==> src/rtl/mux_ad_pkg.sv <==
package mux_ad_pkg;
   typedef enum logic [2:0] {
      PH_IDLE    = 3'd0,
      PH_ALE     = 3'd1,
      PH_HOLD    = 3'd2,
      PH_STROBE  = 3'd3,
      PH_RECOVER = 3'd4
   } mux_ad_phase_e;
endpackage

==> src/rtl/mux_ad_tag_track.sv <==
module mux_ad_tag_track #(
   parameter int AD_W   = 16,
   parameter int ADDR_W = 24
) (
   input  logic              clk,
   input  logic              rst_n,
   input  logic              load,
   input  logic              inval,
   input  logic              mode16,
   input  logic [ADDR_W-1:0] addr,
   output logic              need_latch
);
   localparam int TAG_W = AD_W;

   logic [TAG_W-1:0] cur_tag;
   logic [TAG_W-1:0] prev_tag;
   logic             prev_mode;
   logic             prev_ok;

   assign cur_tag = mode16 ? addr[AD_W-1:0] : addr[ADDR_W-1 -: AD_W];

   always_ff @(posedge clk) begin
      if (!rst_n) begin
         prev_ok   <= 1'b0;
         prev_tag  <= '0;
         prev_mode <= 1'b0;
      end else if (inval) begin
         prev_ok   <= 1'b0;
      end else if (load) begin
         prev_ok   <= 1'b1;
         prev_tag  <= cur_tag;
         prev_mode <= mode16;
      end
   end

   assign need_latch = !prev_ok || (prev_mode != mode16) || (prev_tag != cur_tag);


   repeat_tag_chk: assert property (@(posedge clk) disable iff (!rst_n)
      (load && !inval) |=> ((addr != $past(addr)) || (mode16 != $past(mode16)) || !need_latch));
endmodule

==> src/rtl/mux_ad_seq.sv <==
module mux_ad_seq
   import mux_ad_pkg::*;
#(
   parameter int CNT_W = 4
) (
   input  logic             clk,
   input  logic             rst_n,
   input  logic             start,
   input  logic             need_ale,
   input  logic             abort,
   input  logic [CNT_W-1:0] t_ale,
   input  logic [CNT_W-1:0] t_hold,
   input  logic [CNT_W-1:0] t_strobe,
   input  logic [CNT_W-1:0] t_recover,
   output mux_ad_phase_e    phase,
   output logic             phase_last
);
   localparam logic [CNT_W-1:0] ONE = {{(CNT_W-1){1'b0}}, 1'b1};

   mux_ad_phase_e    nxt_phase;
   logic [CNT_W-1:0] cnt, nxt_cnt;

   function automatic logic [CNT_W-1:0] span(input logic [CNT_W-1:0] t);
      return (t == '0) ? '0 : (t - ONE);
   endfunction

   assign phase_last = (phase != PH_IDLE) && (cnt == '0);

   always_comb begin
      nxt_phase = phase;
      nxt_cnt   = cnt;
      if (abort) begin
         nxt_phase = PH_IDLE;
         nxt_cnt   = '0;
      end else if (phase == PH_IDLE) begin
         if (start) begin
            if (need_ale) begin
               nxt_phase = PH_ALE;
               nxt_cnt   = span(t_ale);
            end else begin
               nxt_phase = PH_HOLD;
               nxt_cnt   = span(t_hold);
            end
         end
      end else if (cnt != '0) begin
         nxt_cnt = cnt - ONE;
      end else begin
         unique case (phase)
            PH_ALE: begin
               nxt_phase = PH_HOLD;
               nxt_cnt   = span(t_hold);
            end
            PH_HOLD: begin
               nxt_phase = PH_STROBE;
               nxt_cnt   = span(t_strobe);
            end
            PH_STROBE: begin
               nxt_phase = PH_RECOVER;
               nxt_cnt   = span(t_recover);
            end
            default: begin
               nxt_phase = PH_IDLE;
               nxt_cnt   = '0;
            end
         endcase
      end
   end

   always_ff @(posedge clk) begin
      if (!rst_n) begin
         phase <= PH_IDLE;
         cnt   <= '0;
      end else begin
         phase <= nxt_phase;
         cnt   <= nxt_cnt;
      end
   end


   ale_then_hold_chk: assert property (@(posedge clk) disable iff (!rst_n)
      (phase == PH_ALE && phase_last && !abort) |=> (phase == PH_HOLD));


   strobe_span_chk: assert property (@(posedge clk) disable iff (!rst_n)
      (phase == PH_STROBE && !phase_last && !abort) |=> (phase == PH_STROBE));
endmodule

==> src/rtl/mux_ad_lanes.sv <==
module mux_ad_lanes
   import mux_ad_pkg::*;
#(
   parameter int AD_W   = 16,
   parameter int ADDR_W = 24
) (
   input  mux_ad_phase_e     phase,
   input  logic              write,
   input  logic              mode16,
   input  logic [ADDR_W-1:0] addr,
   input  logic [AD_W-1:0]   wdata,
   output logic [AD_W-1:0]   ad_out,
   output logic [AD_W-1:0]   ad_oe
);
   localparam int LANES = AD_W / 8;

   logic [AD_W-1:0] abus;
   logic [7:0]      lane_val [LANES];
   logic            lane_en  [LANES];

   assign abus = mode16 ? addr[AD_W-1:0] : addr[ADDR_W-1 -: AD_W];

   for (genvar l = 0; l < LANES; l++) begin : g_lane
      if (l == 0) begin : g_data
         always_comb begin
            lane_val[l] = '0;
            lane_en[l]  = 1'b0;
            unique case (phase)
               PH_ALE, PH_HOLD: begin
                  lane_val[l] = abus[l*8 +: 8];
                  lane_en[l]  = 1'b1;
               end
               PH_STROBE: begin
                  lane_val[l] = wdata[l*8 +: 8];
                  lane_en[l]  = write;
               end
               default: ;
            endcase
         end
      end else begin : g_shared
         always_comb begin
            lane_val[l] = '0;
            lane_en[l]  = 1'b0;
            unique case (phase)
               PH_ALE, PH_HOLD: begin
                  lane_val[l] = abus[l*8 +: 8];
                  lane_en[l]  = 1'b1;
               end
               PH_STROBE: begin
                  if (mode16) begin
                     lane_val[l] = wdata[l*8 +: 8];
                     lane_en[l]  = write;
                  end else begin
                     lane_val[l] = addr[(l-1)*8 +: 8];
                     lane_en[l]  = 1'b1;
                  end
               end
               default: ;
            endcase
         end
      end
      assign ad_out[l*8 +: 8] = lane_val[l];
      assign ad_oe[l*8 +: 8]  = {8{lane_en[l]}};
   end
endmodule

==> src/rtl/mux_ad_port.sv <==
module mux_ad_port
   import mux_ad_pkg::*;
#(
   parameter int AD_W   = 16,
   parameter int ADDR_W = 24,
   parameter int CNT_W  = 4
) (
   input  logic              clk,
   input  logic              rst_n,
   input  logic              cfg_ale_low,
   input  logic [CNT_W-1:0]  t_ale,
   input  logic [CNT_W-1:0]  t_hold,
   input  logic [CNT_W-1:0]  t_strobe,
   input  logic [CNT_W-1:0]  t_recover,
   input  logic              port_disable,
   input  logic              req_valid,
   output logic              req_ready,
   input  logic              req_write,
   input  logic              req_mode16,
   input  logic [ADDR_W-1:0] req_addr,
   input  logic [AD_W-1:0]   req_wdata,
   output logic              rsp_done,
   output logic              rsp_err,
   output logic [AD_W-1:0]   rsp_rdata,
   output logic [AD_W-1:0]   ad_out,
   output logic [AD_W-1:0]   ad_oe,
   input  logic [AD_W-1:0]   ad_in,
   output logic              ale_pin,
   output logic              rd_n,
   output logic              wr_n
);
   if (AD_W % 8 != 0 || AD_W < 16) begin : g_bad_pins
      $error("mux_ad_port: AD_W must be a multiple of 8 and at least 16");
   end
   if (ADDR_W != AD_W + 8) begin : g_bad_addr
      $error("mux_ad_port: ADDR_W must equal AD_W + 8");
   end
   if (CNT_W < 1) begin : g_bad_cnt
      $error("mux_ad_port: CNT_W must be positive");
   end

   mux_ad_phase_e     phase;
   logic              phase_last;
   logic              need_ale;
   logic              accept, start, reject, abort, finish;
   logic [ADDR_W-1:0] q_addr;
   logic [AD_W-1:0]   q_wdata;
   logic              q_write, q_mode16;
   logic              pol_q;
   logic              done_q, err_q;
   logic [AD_W-1:0]   rdata_q;
   logic [AD_W-1:0]   cap;
   logic [AD_W-1:0]   lane_out, lane_oe;

   assign req_ready = (phase == PH_IDLE) && !done_q;
   assign accept    = req_valid && req_ready;
   assign start     = accept && !port_disable;
   assign reject    = accept && port_disable;
   assign abort     = port_disable && (phase != PH_IDLE);
   assign finish    = (phase == PH_STROBE) && phase_last && !port_disable;

   mux_ad_tag_track #(.AD_W(AD_W), .ADDR_W(ADDR_W)) u_track (
      .clk        (clk),
      .rst_n      (rst_n),
      .load       (start),
      .inval      (port_disable),
      .mode16     (req_mode16),
      .addr       (req_addr),
      .need_latch (need_ale)
   );

   mux_ad_seq #(.CNT_W(CNT_W)) u_seq (
      .clk        (clk),
      .rst_n      (rst_n),
      .start      (start),
      .need_ale   (need_ale),
      .abort      (abort),
      .t_ale      (t_ale),
      .t_hold     (t_hold),
      .t_strobe   (t_strobe),
      .t_recover  (t_recover),
      .phase      (phase),
      .phase_last (phase_last)
   );

   mux_ad_lanes #(.AD_W(AD_W), .ADDR_W(ADDR_W)) u_lanes (
      .phase  (phase),
      .write  (q_write),
      .mode16 (q_mode16),
      .addr   (q_addr),
      .wdata  (q_wdata),
      .ad_out (lane_out),
      .ad_oe  (lane_oe)
   );

   assign cap = q_mode16 ? ad_in : {{(AD_W-8){1'b0}}, ad_in[7:0]};

   always_ff @(posedge clk) begin
      if (!rst_n) begin
         q_addr   <= '0;
         q_wdata  <= '0;
         q_write  <= 1'b0;
         q_mode16 <= 1'b0;
         pol_q    <= 1'b0;
         done_q   <= 1'b0;
         err_q    <= 1'b0;
         rdata_q  <= '0;
      end else begin
         if (start) begin
            q_addr   <= req_addr;
            q_wdata  <= req_wdata;
            q_write  <= req_write;
            q_mode16 <= req_mode16;
         end
         if (phase == PH_IDLE) begin
            pol_q <= cfg_ale_low;
         end
         done_q <= reject || abort || finish;
         err_q  <= reject || abort;
         if (reject || abort || finish) begin
            rdata_q <= (finish && !q_write) ? cap : '0;
         end
      end
   end

   assign ale_pin   = ((phase == PH_ALE) && !port_disable) ^ pol_q;
   assign rd_n      = !((phase == PH_STROBE) && !q_write && !port_disable);
   assign wr_n      = !((phase == PH_STROBE) &&  q_write && !port_disable);
   assign ad_out    = lane_out;
   assign ad_oe     = port_disable ? '0 : lane_oe;
   assign rsp_done  = done_q;
   assign rsp_err   = err_q;
   assign rsp_rdata = rdata_q;


   strobe_excl_chk: assert property (@(posedge clk) disable iff (!rst_n)
      !(!rd_n && !wr_n));


   hold_before_strobe_chk: assert property (@(posedge clk) disable iff (!rst_n)
      ($fell(rd_n) || $fell(wr_n)) |-> ($past(ad_oe) == {AD_W{1'b1}}));


   done_single_chk: assert property (@(posedge clk) disable iff (!rst_n)
      rsp_done |=> !rsp_done);


   quiet_when_off_chk: assert property (@(posedge clk) disable iff (!rst_n)
      port_disable |-> (rd_n && wr_n && (ad_oe == '0) && (ale_pin == pol_q)));


   reject_resp_chk: assert property (@(posedge clk) disable iff (!rst_n)
      (accept && port_disable) |=> (rsp_done && rsp_err));


   busy_after_accept_chk: assert property (@(posedge clk) disable iff (!rst_n)
      accept |=> !req_ready);
endmodule

==> config.mk <==
export PLATFORM = sky130hd
export DESIGN_NAME = mux_ad_port
export DESIGN_NICKNAME = d
export VERILOG_FILES = /design/src/rtl/mux_ad_pkg.sv /design/src/rtl/mux_ad_tag_track.sv /design/src/rtl/mux_ad_seq.sv /design/src/rtl/mux_ad_lanes.sv /design/src/rtl/mux_ad_port.sv
export SDC_FILE = /design/constraint.sdc
export NUM_CORES = 1
export LEC_CHECK = 0
export BUFFER_PORTS_ARGS = -buffer_cell sky130_fd_sc_hd__buf_4
export CAP_MARGIN = 25
export CORE_MARGIN = 1.5
export CORE_UTILIZATION = 30
export DETAILED_ROUTE_END_ITERATION = 12
export SLEW_MARGIN = 20
export SYNTH_ARGS = -nofsm -noshare
export SYNTH_HDL_FRONTEND = slang
export SYNTH_HIERARCHICAL = 1
export SYNTH_SLANG_ARGS = --single-unit
==> constraint.sdc <==
create_clock -name clk -period 7.55 [get_ports clk]
set_input_delay 0.755 -clock clk [delete_from_list [all_inputs] [get_ports clk]]
set_output_delay 0.755 -clock clk [all_outputs]
set_load 0.02 [all_outputs]
==> Yosys cells after proc, flatten, opt, wreduce, memory -nomap -nowiden <==
Cells that the tools add are included.
{ "classes": {"mux": 25, "n_bitwise": 3, "reduce_logical": 37, "n_eq_ne": 7, "add_sub_neg": 5} }
{ "ops": {"columns": ["operator", "count"], "rows": [
  ["$mux W16", 5],
  ["$mux W4", 8],
  ["$pmux W8 S2", 2],
  ["$logic_not A4 Y1", 5],
  ["$sub A4 B1 Y4 const B", 5],
  ["$ne A16 B16 Y1", 1],
  ["$logic_and A1 B1 Y1", 14],
  ["$pmux W4 S3", 1],
  ["$mux W3", 3],
  ["$pmux W3 S3", 1],
  ["$mux W8", 1],
  ["$eq A3 B2 Y1 const B", 2],
  ["$logic_not A1 Y1", 6],
  ["$reduce_or A2 Y1", 3],
  ["$logic_or A1 B1 Y1", 4],
  ["$ne A2 B2 Y1 const B", 2],
  ["$pmux W1 S2", 2],
  ["$reduce_and A2 Y1", 2],
  ["$reduce_bool A4 Y1", 1],
  ["$eq A3 B1 Y1 const B", 1],
  ["$logic_not A3 Y1", 1],
  ["$reduce_bool A3 Y1", 1],
  ["$mux W2", 1],
  ["$not A1 Y1", 2],
  ["other kinds (3)", 3]
]} }
{ "totals": {"regBits": 86, "inputBits": 79} }

==> Logic depth before layout (Yosys ltp) <==
Gate-level depths: netlist of run 1.
{ "logic_depth": {"ltp_word": 6, "mapped_depth": 12, "depth_no_buf": 9} }

==> Modules after synthesis <==
Netlist of run 1, hierarchy kept.
{ "by_module_without_submodules": {"columns": ["mod", "seq_area_each_um2", "area_each_um2", "cells_per_inst", "n_inst"], "rows": [
  ["mux_ad_port", 1221.2, 2531.2, 271, 1],
  ["mux_ad_tag_track", 360.3, 1092.3, 117, 1],
  ["mux_ad_seq", 140.1, 805.8, 110, 1],
  ["mux_ad_lanes", 0.0, 690.7, 75, 1]
]} }

==> Worst setup path after synthesis of run 1 <==
OpenSTA, ideal clock, no wires.
{ "synth_timing": {"kind": "input port to flip-flop", "from": "in req_mode16", "to": "reg u_seq.cnt[0]", "setup_slack_ns": 4.589, "setup_ns": 0.074, "required_time_ns": 7.476, "stages": 11, "arrival_ns": 2.887, "cell_sequence": "buf_6 buf_4 nor2_1 o21bai_1 a2111oi_2 nand4_1 or4_1 clkbuf_1 o311ai_0 o211ai_1 a31oi_1"} }
{ "synth_via": {"elab_chain_cells": 6} }
{ "synth_lines": {"columns": ["item", "line", "text"], "rows": [
  ["start, declared", "mux_ad_port.sv:19", "input logic req_mode16,"],
  ["$mux W16 or $ne A1 B1 Y1 (tied branches)", "mux_ad_tag_track.sv:20, mux_ad_tag_track.sv:36", null],
  ["$ne A16 B16 Y1 or $logic_or A1 B1 Y1 (tied branches)", "mux_ad_tag_track.sv:36", "assign need_latch = !prev_ok || (prev_mode != mode16) || (prev_tag != cur_tag);"],
  ["$logic_or A1 B1 Y1 (*)", "mux_ad_tag_track.sv:36", null],
  ["net need_ale", "mux_ad_port.sv:44", "logic need_ale;"],
  ["$mux W4 (*)", "mux_ad_seq.sv:37", "if (need_ale) begin"],
  ["$mux W4 (*)", "mux_ad_seq.sv:36", "if (start) begin"],
  ["$mux W4 (*)", "mux_ad_seq.sv:35", "end else if (phase == PH_IDLE) begin"],
  ["end signal, assigned", "mux_ad_seq.sv:75", "cnt <= nxt_cnt;"],
  ["end, declared", "mux_ad_seq.sv:21", "logic [CNT_W-1:0] cnt, nxt_cnt;"]
]} }
Mark *: on every way through the listed nets, which the timed path passes. The rest lies on a longest branch. The select of a mux whose other input is x is not followed.
A chain may end at the register's enable or synchronous reset.

==> Final worst setup path of run 1 <==
{ "layout_timing": {"from": "reg u_seq.phase[1]", "to": "out ad_out[15]"} }
{ "layout_via": {"elab_chain_cells": 3} }
{ "layout_lines": {"columns": ["item", "line", "text"], "rows": [
  ["start, declared", "mux_ad_seq.sv:15", "output mux_ad_phase_e phase,"],
  ["start signal, assigned", "mux_ad_seq.sv:74", "phase <= nxt_phase;"],
  ["$eq A3 B1 Y1 or $eq A3 B2 Y1 (tied branches)", "mux_ad_lanes.sv:44", "unique case (phase)"],
  ["$reduce_or A2 Y1", "mux_ad_lanes.sv:44", null],
  ["$pmux W8 S2 (*)", "mux_ad_lanes.sv:44", null],
  ["end, declared", "mux_ad_port.sv:25", "output logic [AD_W-1:0] ad_out,"]
]} }
Mark *: on every way between the ends. The rest lies on a longest branch, timed or not.

==> results of run 1 <==
==> state kept, by name (all words and copies together) (netlist names) <==
signal             flops
u_track/prev_mode      1
pol_q                  1
u_track/prev_ok        1
rsp_done               1
u_seq/phase            3
rsp_rdata             16
q_wdata               16
rsp_err                1
q_mode16               1
q_addr                24
u_track/prev_tag      16
q_write                1
u_seq/cnt              4
==> power groups by stage <==
stage / Sequential, uW / Combinational [uW] / Clock [uW]
2_1_floorplan: 540 / 469 / 0
3_3_place_gp: 557 / 554 / 0
3_5_place_dp: 559 / 572 / 0
4_1_cts: 549 / 574 / 464
5_1_grt: 556 / 625 / 485
6_report: 549 / 569 / 456
==> worst max-delay path by stage <==
| stage | endpoint | slack (ns) | depth (start not counted) |
|---|---|---|---|
| CTS | ad_out[0] | 4.07 | 3 |
| finish | ad_out[15] | 4.07 | 3 |
| floorplan | u_seq/cnt[0]$_SDFFE_PP0P_ | 4.59 | 11 |
| global route | ad_out[0] | 3.92 | 3 |
| detailed placement | u_track/prev_tag[7]$_SDFFE_PN0P_ | 3.97 | 8 |
| global placement | u_track/prev_tag[9]$_SDFFE_PN0P_ | 3.77 | 7 |
==> worst register-to-register path: stages (launching register included) <==
cell     delay [ns]
dfxtp_1        0.56
or3_1          0.50
nor2_1         0.63
nor2b_2        0.71
buf_8          0.24
nand2_1        0.08
o211a_1        0.13
==> metrics by stage <==
step / worst slack, ns / utilization [%] / std cells / cell area (um2) / hold WS [ns]
final: 4.07 / 38.6 / 887 / 6430 / 0.475
after detailed placement: 3.97 / 36.8 / 871 / 6120 / 0.468
after floorplan: 4.59 / - / 573 / 5120 / 0.447
after CTS: 4.07 / 38.6 / 887 / 6430 / 0.479
after global routing: 3.92 / 38.6 / 887 / 6430 / 0.493
after global placement: 3.77 / 36.6 / 869 / 6090 / 0.467
==> layout by cell type (no fill, tap or decap), types with 3 or more instances in the layout <==
cell	netlist	routed
nand2_1	27	27
nor3_1	8	8
o21ai_0	8	8
or3_1	4	4
a21boi_1	43	43
clkbuf_16	0	9
xor2_1	7	7
a22o_1	16	16
o32ai_1	7	7
o311ai_0	3	3
o211a_1	16	16
o32ai_2	10	10
nor2_1	17	17
dfxtp_1	86	86
inv_1	25	25
o22ai_1	5	5
xnor2_1	13	13
buf_4	22	138
ha_1	5	5
o21ai_1	43	43
o21bai_1	3	3
o211ai_1	3	3
mux2i_1	39	39
nand4_1	3	3
nor2b_1	19	18
a21oi_1	9	9
nand3_1	43	43
==> synth_stat cells, drive strengths merged (2+ instances only) <==
cell type,instances
a2111oi,2
a211oi,2
a21boi,43
a21oi,10
a22o,16
a31oi,2
and3,2
and3b,2
buf,37
clkbuf,25
dfxtp,86
ha,5
inv,25
mux2i,40
nand2,27
nand2b,2
nand3,43
nand4,3
nand4b,2
nor2,18
nor2b,19
nor3,11
nor3b,2
nor4b,4
o2111ai,2
o211a,16
o211ai,3
o21ai,51
o21bai,3
o22ai,5
o311ai,4
o31a,2
o32ai,17
or2,2
or3,4
or3b,2
or4,2
xnor2,14
xor2,7
==> cell families (layout without fill, tap and decap cells) <==
logic type | Yosys count | count (layout) | synth area share [%]
DFF | 86 | 86 | 33.6
AOI/OAI and AO/OA | 185 | 185 | 27.7
xor gates and xnor gates | 21 | 21 | 3.74
and+or+nand+nor | 149 | 149 | 16.9
buffers and inverters | 87 | 181 | 8.75
adders and majority gates | 5 | 5 | 1.22
muxes | 40 | 40 | 8.06
==> final cells by class <==
type	count	area share, %
multi-input combinational	400	46.1
sequential	86	26.8
timing repair buffer	140	16.5
tap	220	4.28
clock buffer	12	3.99
inverter	25	1.46
clock inverter	4	0.856
==> routing by layer <==
layer  wire [um]  track usage, %  vias to the layer above
met5           0               0                        -
li1            -               -                     2275
met2        6980            26.2                      109
met4         277            5.68                        0
met1        6300            20.2                     2182
met3         651            3.08                       19
==> results.sh, run 1 <==
export IMPL_power_uw=1570
export IMPL_io_buffer_count=132
export IMPL_worstPathArrival_ns=2.73
export IMPL_synthArstFlopShare_pct=0
export IMPL_nets=746
export IMPL_rsz0062_at_grt="no"
export IMPL_diodes=0
export IMPL_grt_first_pass_wirelength_mm=22.8
export IMPL_slowest_delay_ns=0.86
export IMPL_layout_drive_gt1_share_pct=27.0
export IMPL_p_int_uw=1000
export IMPL_crit_start="u_seq/phase[1]$_SDFFE_PP0P_"
export IMPL_grt_max_degree=68
export IMPL_worst_path_buf_inv=1
export IMPL_start_util_pct=30.8
export IMPL_cts_tree="yes"
export IMPL_multiInputGateArea_um2=2970
export IMPL_hpwl_mm=10.4
export IMPL_cts_setup_buffers=0
export IMPL_die_area_um2=17900
export IMPL_num_rows=47
export IMPL_r2r_cells=6
export IMPL_clkPwrFrac_pct=29.0
export IMPL_min_period_ns=3.48
export IMPL_cts_made_buffers=9
export IMPL_synthTopCellsByArea="dfxtp_1 (34%), mux2i_1 (7.6%), a21boi_1 (6.3%)"
export IMPL_fin_crit_sh_pct=46.1
export IMPL_route_detailed_drc=0
export IMPL_path_cells="nand3b_1 > o32ai_1 > buf_4"
export IMPL_fp_dieW_um=134
export IMPL_n_fill_cell=1678
export IMPL_power_density_nw_per_um2=245
export IMPL_place_gp_congestion=0.762
export IMPL_hold_class="register to register"
export IMPL_worst_hold_path_num_cells=2
export IMPL_root_buffer="clkbuf_16"
export IMPL_status="finished, final reports clean"
export IMPL_cp_top_family="flip-flops"
export IMPL_yosysTopAreaCell="dfxtp_1"
export IMPL_synth_distinct_cells=67
export IMPL_synth_edff_count=0
export IMPL_cts_hold_buf=0
export IMPL_synthToLayoutAreaGrowth_pct=25.6
export IMPL_overflow=0
export IMPL_yosysSeqAreaShare_pct=33.6
export IMPL_final_hold_violation_count=0
export IMPL_netlist_area_um2=5120
export IMPL_path_class="register to output pin"
export IMPL_avgRoutedWirePerCell_um=16.0
export IMPL_cts_sinks=86
export IMPL_wirelength_mm=14.2
export IMPL_clk_path_buf_depth=2
export IMPL_setup_tns_ns=0
export IMPL_rrSetupSlack_ns=4.59
export IMPL_cp_required_ns=6.80
export IMPL_crit_path_end_kind="output pin"
export IMPL_grt_usage_pct=15.7
export IMPL_synth_seq_cells=86
export IMPL_cts_resized_gates=0
export IMPL_syn_inst=573
export IMPL_fmax_ghz=0.287
export IMPL_chipHeight_um=134
export IMPL_slowest_stage="dfxtp_1"
export IMPL_core_region_area_um2=16600
export IMPL_h_tree_depth=3
export IMPL_synth_avg_cell_area_um2=8.94
export IMPL_post_drt_via_cell_ratio=5.17
export IMPL_critical_path_max_fanout=19
export IMPL_tightest_slew_ns=0.930
export IMPL_drt_iter0_drc=315
export IMPL_fin_skew_ns=0.00781
export IMPL_whs_endpoint="q_addr[23]$_SDFFE_PN0P_"
export IMPL_clkSlewWorstSetupHoldPaths_ns=0.06
export IMPL_post_synth_top_area_fraction_pct=33.6
export IMPL_regToRegEndpoint="u_track/prev_tag[7]$_SDFFE_PN0P_"
export IMPL_slew_headroom_pct=37.8
export IMPL_reg2reg_from="u_seq/phase[0]$_SDFFE_PP0P_"
export IMPL_drv_slew=0
export IMPL_pwr_share_comb_pct=36.1
export IMPL_p_leak_uw=0.00261
export IMPL_yosys_warnings=6
export IMPL_seqPwrFrac_pct=34.9
export IMPL_max_cap_violations=0
export IMPL_start_kind="register"
export IMPL_ys_dominant_reg_cell="dfxtp_1"
export IMPL_setup_viol=0
export IMPL_syn_nets=657
export IMPL_ir_worst_vdd_uv=134
export IMPL_dr_pass1_iters=4
export IMPL_grt_pass1_vias=4459
export IMPL_p_sw_uw=572
export IMPL_antenna_found_initial=0
export IMPL_clk_latency_ns=0.34
export IMPL_routed_via_count=4585
export IMPL_seq_area_um2=1720
export IMPL_detail_route_antenna_nets=0
export IMPL_io_pin_count=133
export IMPL_min_from="q_addr[23]$_SDFFE_PN0P_"
export IMPL_switching_share_pct=36.3
Power figures use the tool's default switching activity.
==> run 2, diff against run 1 <==
--- a/config.mk
+++ b/config.mk
@@ -5,6 +5,7 @@
 export SDC_FILE = /design/constraint.sdc
 export NUM_CORES = 1
 export LEC_CHECK = 0
+export ABC_AREA = 1
 export BUFFER_PORTS_ARGS = -buffer_cell sky130_fd_sc_hd__buf_4
 export CAP_MARGIN = 25
 export CORE_MARGIN = 1.5
==> constraint.sdc (replaced) <==
create_clock -name clk -period 3 [get_ports clk]
set_input_delay 0.3 -clock clk [delete_from_list [all_inputs] [get_ports clk]]
set_output_delay 0.3 -clock clk [all_outputs]
set_load 0.02 [all_outputs]
==> run 2 against run 1 <==
First-iteration DRC count up 20%. Die area is 1.6% higher. Non-clock buffer count shrank 4. Sequential share of layout area decreased by 0.10 points. Critical path type unchanged. Critical endpoint is now ad_oe[10]. Largest power group unchanged.
==> results.sh, run 2 <==
export IMPL_status="finished, final reports clean"
export IMPL_grt_max_degree=57
export IMPL_max_cap_violations=0
export IMPL_synthToLayoutAreaGrowth_pct=24.0
export IMPL_start_kind="register"
export IMPL_synthArstFlopShare_pct=0
export IMPL_mostFrequentLayoutCell="nand2_1"
export IMPL_fmax_ghz=0.409
export IMPL_root_buffer="clkbuf_16"
export IMPL_diodes=0
export IMPL_overflow=0
export IMPL_slew_headroom_pct=58.7
export IMPL_final_hold_violation_count=0
export IMPL_clkPwrFrac_pct=26.2
export IMPL_critical_path_max_fanout=18
export IMPL_die_area_um2=18100
export IMPL_core_region_area_um2=16800
export IMPL_cts_hold_buf=0
export IMPL_fp_dieW_um=135
export IMPL_post_place_ws_ns=0.454
export IMPL_start_util_pct=31.1
export IMPL_yosysSeqAreaShare_pct=33.1
export IMPL_worst_path_buf_inv=2
export IMPL_cp_top_family="simple AND/OR/NAND/NOR gates"
export IMPL_fin_crit_sh_pct=81.5
export IMPL_largest_register_ffs=24
export IMPL_grt_usage_pct=16.8
export IMPL_drt_iter0_drc=379
export IMPL_synth_distinct_cells=42
export IMPL_routed_via_count=5196
export IMPL_worst_slack_ns=0.556
export IMPL_ir_worst_vdd_uv=308
export IMPL_cts_sinks=86
export IMPL_p_int_uw=2680
export IMPL_netlist_area_um2=5200
export IMPL_synth_seq_cells=86
export IMPL_power_uw=4570
export IMPL_path_class="register to output pin"
export IMPL_slowest_stage="dfxtp_1"
export IMPL_post_drt_via_cell_ratio=4.58
export IMPL_synthTopCellsByArea="dfxtp_1 (33%), nand2_1 (17%), nor2_1 (8.9%)"
export IMPL_cts_made_buffers=9
export IMPL_antenna_found_initial=0
export IMPL_rsz0062_at_grt="no"
export IMPL_syn_inst=811
export IMPL_final_cells=1135
export IMPL_synthTopCellsByCount="nand2_1 (236), nor2_1 (123), dfxtp_1 (86)"
export IMPL_cp_required_ns=2.70
export IMPL_rrSetupSlack_ns=0.77
export IMPL_power_density_nw_per_um2=708
export IMPL_post_synth_top_area_fraction_pct=33.1
export IMPL_cts_resized_gates=0
export IMPL_synth_avg_cell_area_um2=6.42
export IMPL_hpwl_mm=10.8
export IMPL_detail_route_antenna_nets=0
export IMPL_hold_class="primary input to register"
export IMPL_route_detailed_drc=0
export IMPL_io_pin_count=133
export IMPL_wirelength_mm=14.8
export IMPL_tightest_slew_ns=0.618
export IMPL_p_sw_uw=1890
export IMPL_drv_slew=0
export IMPL_layout_drive_gt1_share_pct=21.1
export IMPL_post_route_util_pct=38.5
export IMPL_dr_pass1_iters=4
export IMPL_place_gp_congestion=0.805
export IMPL_worstPathArrival_ns=2.14
export IMPL_clk_path_buf_depth=2
export IMPL_h_tree_depth=3
export IMPL_min_period_ns=2.44
export IMPL_largest_register="q_addr"
export IMPL_dp_cells=1119
export IMPL_crit_path_end_kind="output pin"
export IMPL_setup_viol=0
export IMPL_chipHeight_um=135
export IMPL_most_common_layout_cells="nand2_1 (236), buf_4 (136), nor2_1 (123), dfxtp_1 (86), o21ai_0 (71)"
export IMPL_seqPwrFrac_pct=31.7
export IMPL_grt_pass1_vias=4807
export IMPL_clk_latency_ns=0.35
export IMPL_synth_edff_count=0
export IMPL_path_cells="nand2_4 > nor2_8 > o21ai_0 > nand2_1 > inv_1 > nor2_1 > buf_4"
export IMPL_fin_skew_ns=0.0115
export IMPL_grt_first_pass_wirelength_mm=24.2
export IMPL_setup_tns_ns=0
export IMPL_yosys_warnings=6
export IMPL_switching_share_pct=41.4
export IMPL_io_buffer_count=132
export IMPL_pwr_share_comb_pct=42.0
export IMPL_num_rows=47
export IMPL_nets=994
export IMPL_n_fill_cell=1835
export IMPL_cts_tree="yes"
export IMPL_clkSlewWorstSetupHoldPaths_ns=0.07
export IMPL_ys_dominant_reg_cell="dfxtp_1"
export IMPL_seq_area_um2=1720
export IMPL_yosysMostFrequentCell="nand2_1"
export IMPL_syn_nets=895
export IMPL_cts_setup_buffers=0
export IMPL_avgRoutedWirePerCell_um=13.0
export IMPL_p_leak_uw=0.00309
export IMPL_slowest_delay_ns=0.57
export IMPL_yosysTopAreaCell="dfxtp_1"
export IMPL_multiInputGateArea_um2=2820
run 2: cell count changes in the layout (fill, tap and decap cells not counted), moves of 18 or more:
cell      delta
nor2_1     +106
nor2b_1     -18
a21boi_1    -43
nand2_1    +209
o21ai_1     -43
a21oi_1     +25
inv_1       +44
o21ai_0     +63
mux2i_1     -39
run 2: metrics by stage:
stage / hold slack, ns / cell area (um2)
floorplan: 0.372 / 5200
global placement: 0.469 / 6140
detailed placement: 0.476 / 6140
CTS: 0.197 / 6450
global route: 0.206 / 6450
finish: 0.205 / 6450
run 2: worst reg2reg max path: stages (launching register included):
cell	delay (ns)
dfxtp_1	0.49
nor2_2	0.23
nand2_2	0.10
nor2_4	0.12
nand3_4	0.09
inv_6	0.32
inv_1	0.11
nor2_2	0.09
buf_4	0.30
o21ai_0	0.13
a31oi_1	0.17
run 2: area by class of cell:
cell class	count	area share, %
sequential	86	26.7
tap	220	4.26
multi-input combinational	599	43.7
inverter	78	4.65
clock buffer	10	3.70
clock inverter	6	1.20
timing repair buffer	136	15.8
run 2: power groups by stage:
stage	sequential (uW)	combinational [uW]	clock, uW
detailed placement	1470	1940	0
global route	1480	2180	1280
CTS	1450	1940	1240
global placement	1470	1920	0
finish	1450	1920	1200
floorplan	1440	1620	0
run 2: path summary, 6_finish.rpt:
check / from / endpoint / depth (start not counted)
worst max-delay path: u_seq/phase[1]$_SDFFE_PP0P_ / ad_oe[10] / 7
worst min-delay path: req_write / q_write$_SDFFE_PN0P_ / 3
worst max register to register: u_seq/phase[2]$_SDFFE_PP0P_ / u_track/prev_tag[7]$_SDFFE_PN0P_ / 10
worst min register to register: rsp_rdata[15]$_SDFFE_PN0P_ / rsp_rdata[15]$_SDFFE_PN0P_ / 2
run 2: logic make-up (layout without fill, tap and decap cells):
kind of cell | count (synthesis) | after routing | synth area share (%)
buffers and inverters | 126 | 230 | 12.7
adders and majority gates | 5 | 5 | 1.20
and+or+nand+nor | 465 | 465 | 39.4
xor gates and xnor gates | 6 | 6 | 1.01
AOI/OAI and AO/OA | 123 | 123 | 12.6
DFF | 86 | 86 | 33.1
run 2: metal layers:
metal	track usage (%)	routed length (um)	vias to the layer above
met2	25.1	6370	109
met3	2.63	757	20
met1	24.3	7390	2305
li1	-	-	2762
met4	6.39	270	0
met5	0	0	-
==> run 3, diff against run 2 <==
==> constraint.sdc (replaced) <==
create_clock -name clk -period 2.24 [get_ports clk]
set_input_delay 0.224 -clock clk [delete_from_list [all_inputs] [get_ports clk]]
set_output_delay 0.224 -clock clk [all_outputs]
set_load 0.02 [all_outputs]
==> run 3 against run 2 <==
Clock power rose by 33%. Sequential share of layout area fell by 0.35 points. Die area did not move. Count of clock-buffer cells in the layout did not move. Critical path type unchanged.
==> results.sh, run 3 (synthesized netlist as in run 2, its figures left out) <==
export IMPL_slew_headroom_pct=65.0
export IMPL_mostFrequentLayoutCell="nand2_1"
export IMPL_grt_max_degree=48
export IMPL_wirelength_mm=15.0
export IMPL_antenna_found_initial=0
export IMPL_hold_worst_slack_ns=0.130
export IMPL_crit_path_end_kind="output pin"
export IMPL_cts_resized_gates=0
export IMPL_final_cells=1143
export IMPL_grt_first_pass_wirelength_mm=24.3
export IMPL_power_density_nw_per_um2=944
export IMPL_worstPathArrival_ns=1.79
export IMPL_fp_dieW_um=135
export IMPL_min_period_ns=2.01
export IMPL_fmax_ghz=0.497
export IMPL_path_class="register to output pin"
export IMPL_h_tree_depth=3
export IMPL_cts_tree="yes"
export IMPL_largest_register="q_addr"
export IMPL_nets=1002
export IMPL_diodes=0
export IMPL_overflow=0
export IMPL_seqPwrFrac_pct=31.3
export IMPL_cp_required_ns=2.02
export IMPL_dr_pass1_iters=5
export IMPL_start_util_pct=31.1
export IMPL_n_fill_cell=1817
export IMPL_cts_setup_buffers=0
export IMPL_clkSlewWorstSetupHoldPaths_ns=0.07
export IMPL_rsz0062_at_grt="no"
export IMPL_critical_path_max_fanout=18
export IMPL_max_cap_violations=0
export IMPL_fin_crit_sh_pct=89.8
export IMPL_root_buffer="clkbuf_16"
export IMPL_drt_iter0_drc=273
export IMPL_cts_made_buffers=9
export IMPL_io_buffer_count=132
export IMPL_grt_pass1_vias=4902
export IMPL_die_area_um2=18100
export IMPL_place_gp_congestion=0.833
export IMPL_routed_via_count=5252
export IMPL_globalRouteMet2Util_pct=25.6
export IMPL_post_drt_via_cell_ratio=4.59
export IMPL_route_detailed_drc=0
export IMPL_synthToLayoutAreaGrowth_pct=25.7
export IMPL_most_common_layout_cells="nand2_1 (235), buf_4 (142), nor2_1 (123), dfxtp_1 (85), o21ai_0 (71)"
export IMPL_multiInputGateArea_um2=2820
export IMPL_hpwl_mm=10.9
export IMPL_hold_class="primary input to register"
export IMPL_clk_path_buf_depth=2
export IMPL_tightest_slew_ns=0.522
export IMPL_grt_usage_pct=16.9
export IMPL_num_rows=47
export IMPL_status="finished, final reports clean"
export IMPL_ir_worst_vdd_uv=364
export IMPL_io_pin_count=133
export IMPL_layout_drive_gt1_share_pct=22.0
export IMPL_power_uw=6180
export IMPL_setup_viol=0
export IMPL_setup_tns_ns=0
export IMPL_cts_hold_buf=0
export IMPL_use_met1_pct=23.9
export IMPL_cts_sinks=86
export IMPL_detail_route_antenna_nets=0
export IMPL_clkPwrFrac_pct=25.8
export IMPL_switching_share_pct=41.3
export IMPL_dp_cells=1127
export IMPL_p_int_uw=3630
export IMPL_final_hold_violation_count=0
export IMPL_start_kind="register"
export IMPL_core_region_area_um2=16800
export IMPL_p_leak_uw=0.00313
export IMPL_chipHeight_um=135
export IMPL_drv_slew=0
export IMPL_seq_area_um2=1720
export IMPL_grt_busiest_layer="met2"
export IMPL_clk_latency_ns=0.35
export IMPL_p_sw_uw=2550
export IMPL_largest_register_ffs=24
export IMPL_grt_met3_usage_pct=3.30
export IMPL_pwr_share_comb_pct=42.9
export IMPL_fin_skew_ns=0.0124
export IMPL_post_route_util_pct=39.1
export IMPL_avgRoutedWirePerCell_um=13.1
run 3: changes by cell type in the layout (fill, tap and decap cells not counted):
cell	before	now
clkinvlp_4	1	2
clkinv_4	2	0
dfxtp_1	86	85
dfxtp_2	0	1
buf_12	0	2
nand2_2	3	4
buf_4	136	142
clkinv_8	0	1
inv_6	1	3
inv_8	2	0
nand2_1	236	235
run 3: critical path, cell delays in order, from the launching register on:
cell and delay, ns:
dfxtp_1 0.49, nand2_4 0.22, nor2_8 0.13, nand2_1 0.05, nand2_1 0.23, inv_1 0.07
nor2_1 0.10, buf_4 0.15
run 3: area by class of cell:
class	instances	share of cell area (%)
Multi-Input combinational cell	599	43.1
Sequential cell	86	26.3
Timing Repair Buffer	144	16.9
Inverter	78	4.59
Tap cell	220	4.21
Clock buffer	10	3.65
Clock inverter	6	1.20
run 3: power by group through the flow:
stage	combinational (uW)	sequential [uW]	clock, uW
after detailed placement	2650	1960	0
after floorplan	2160	1930	0
final	2650	1940	1590
after global routing	2970	1970	1710
after global placement	2640	1960	0
after CTS	2660	1930	1650
run 3: final timing paths:
kind         depth (start not counted)                         end                   startpoint  slack (ns)
max                                  7                    ad_oe[0]  u_seq/phase[0]$_SDFFE_PP0P_        0.23
min                                  3        q_write$_SDFFE_PN0P_                    req_write        0.13
max reg2reg                         10  rsp_rdata[13]$_SDFFE_PN0P_    u_seq/cnt[0]$_SDFFE_PP0P_        0.23
min reg2reg                          2   rsp_rdata[4]$_SDFFE_PN0P_    rsp_rdata[4]$_SDFFE_PN0P_        0.48
run 3: routing by layer:
metal / part of all wire (%) / up-vias
li1: - / 2770
met1: 50 / 2333
met2: 43 / 131
met3: 5.4 / 18
met4: 1.8 / 0
met5: 0 / -
run 3: per-stage QoR:
step	setup WS [ns]	area, um2
global placement	0.198	6220
CTS	0.0505	6540
floorplan	0.198	5200
finish	0.229	6550
global route	0.00695	6550
detailed placement	0.174	6220
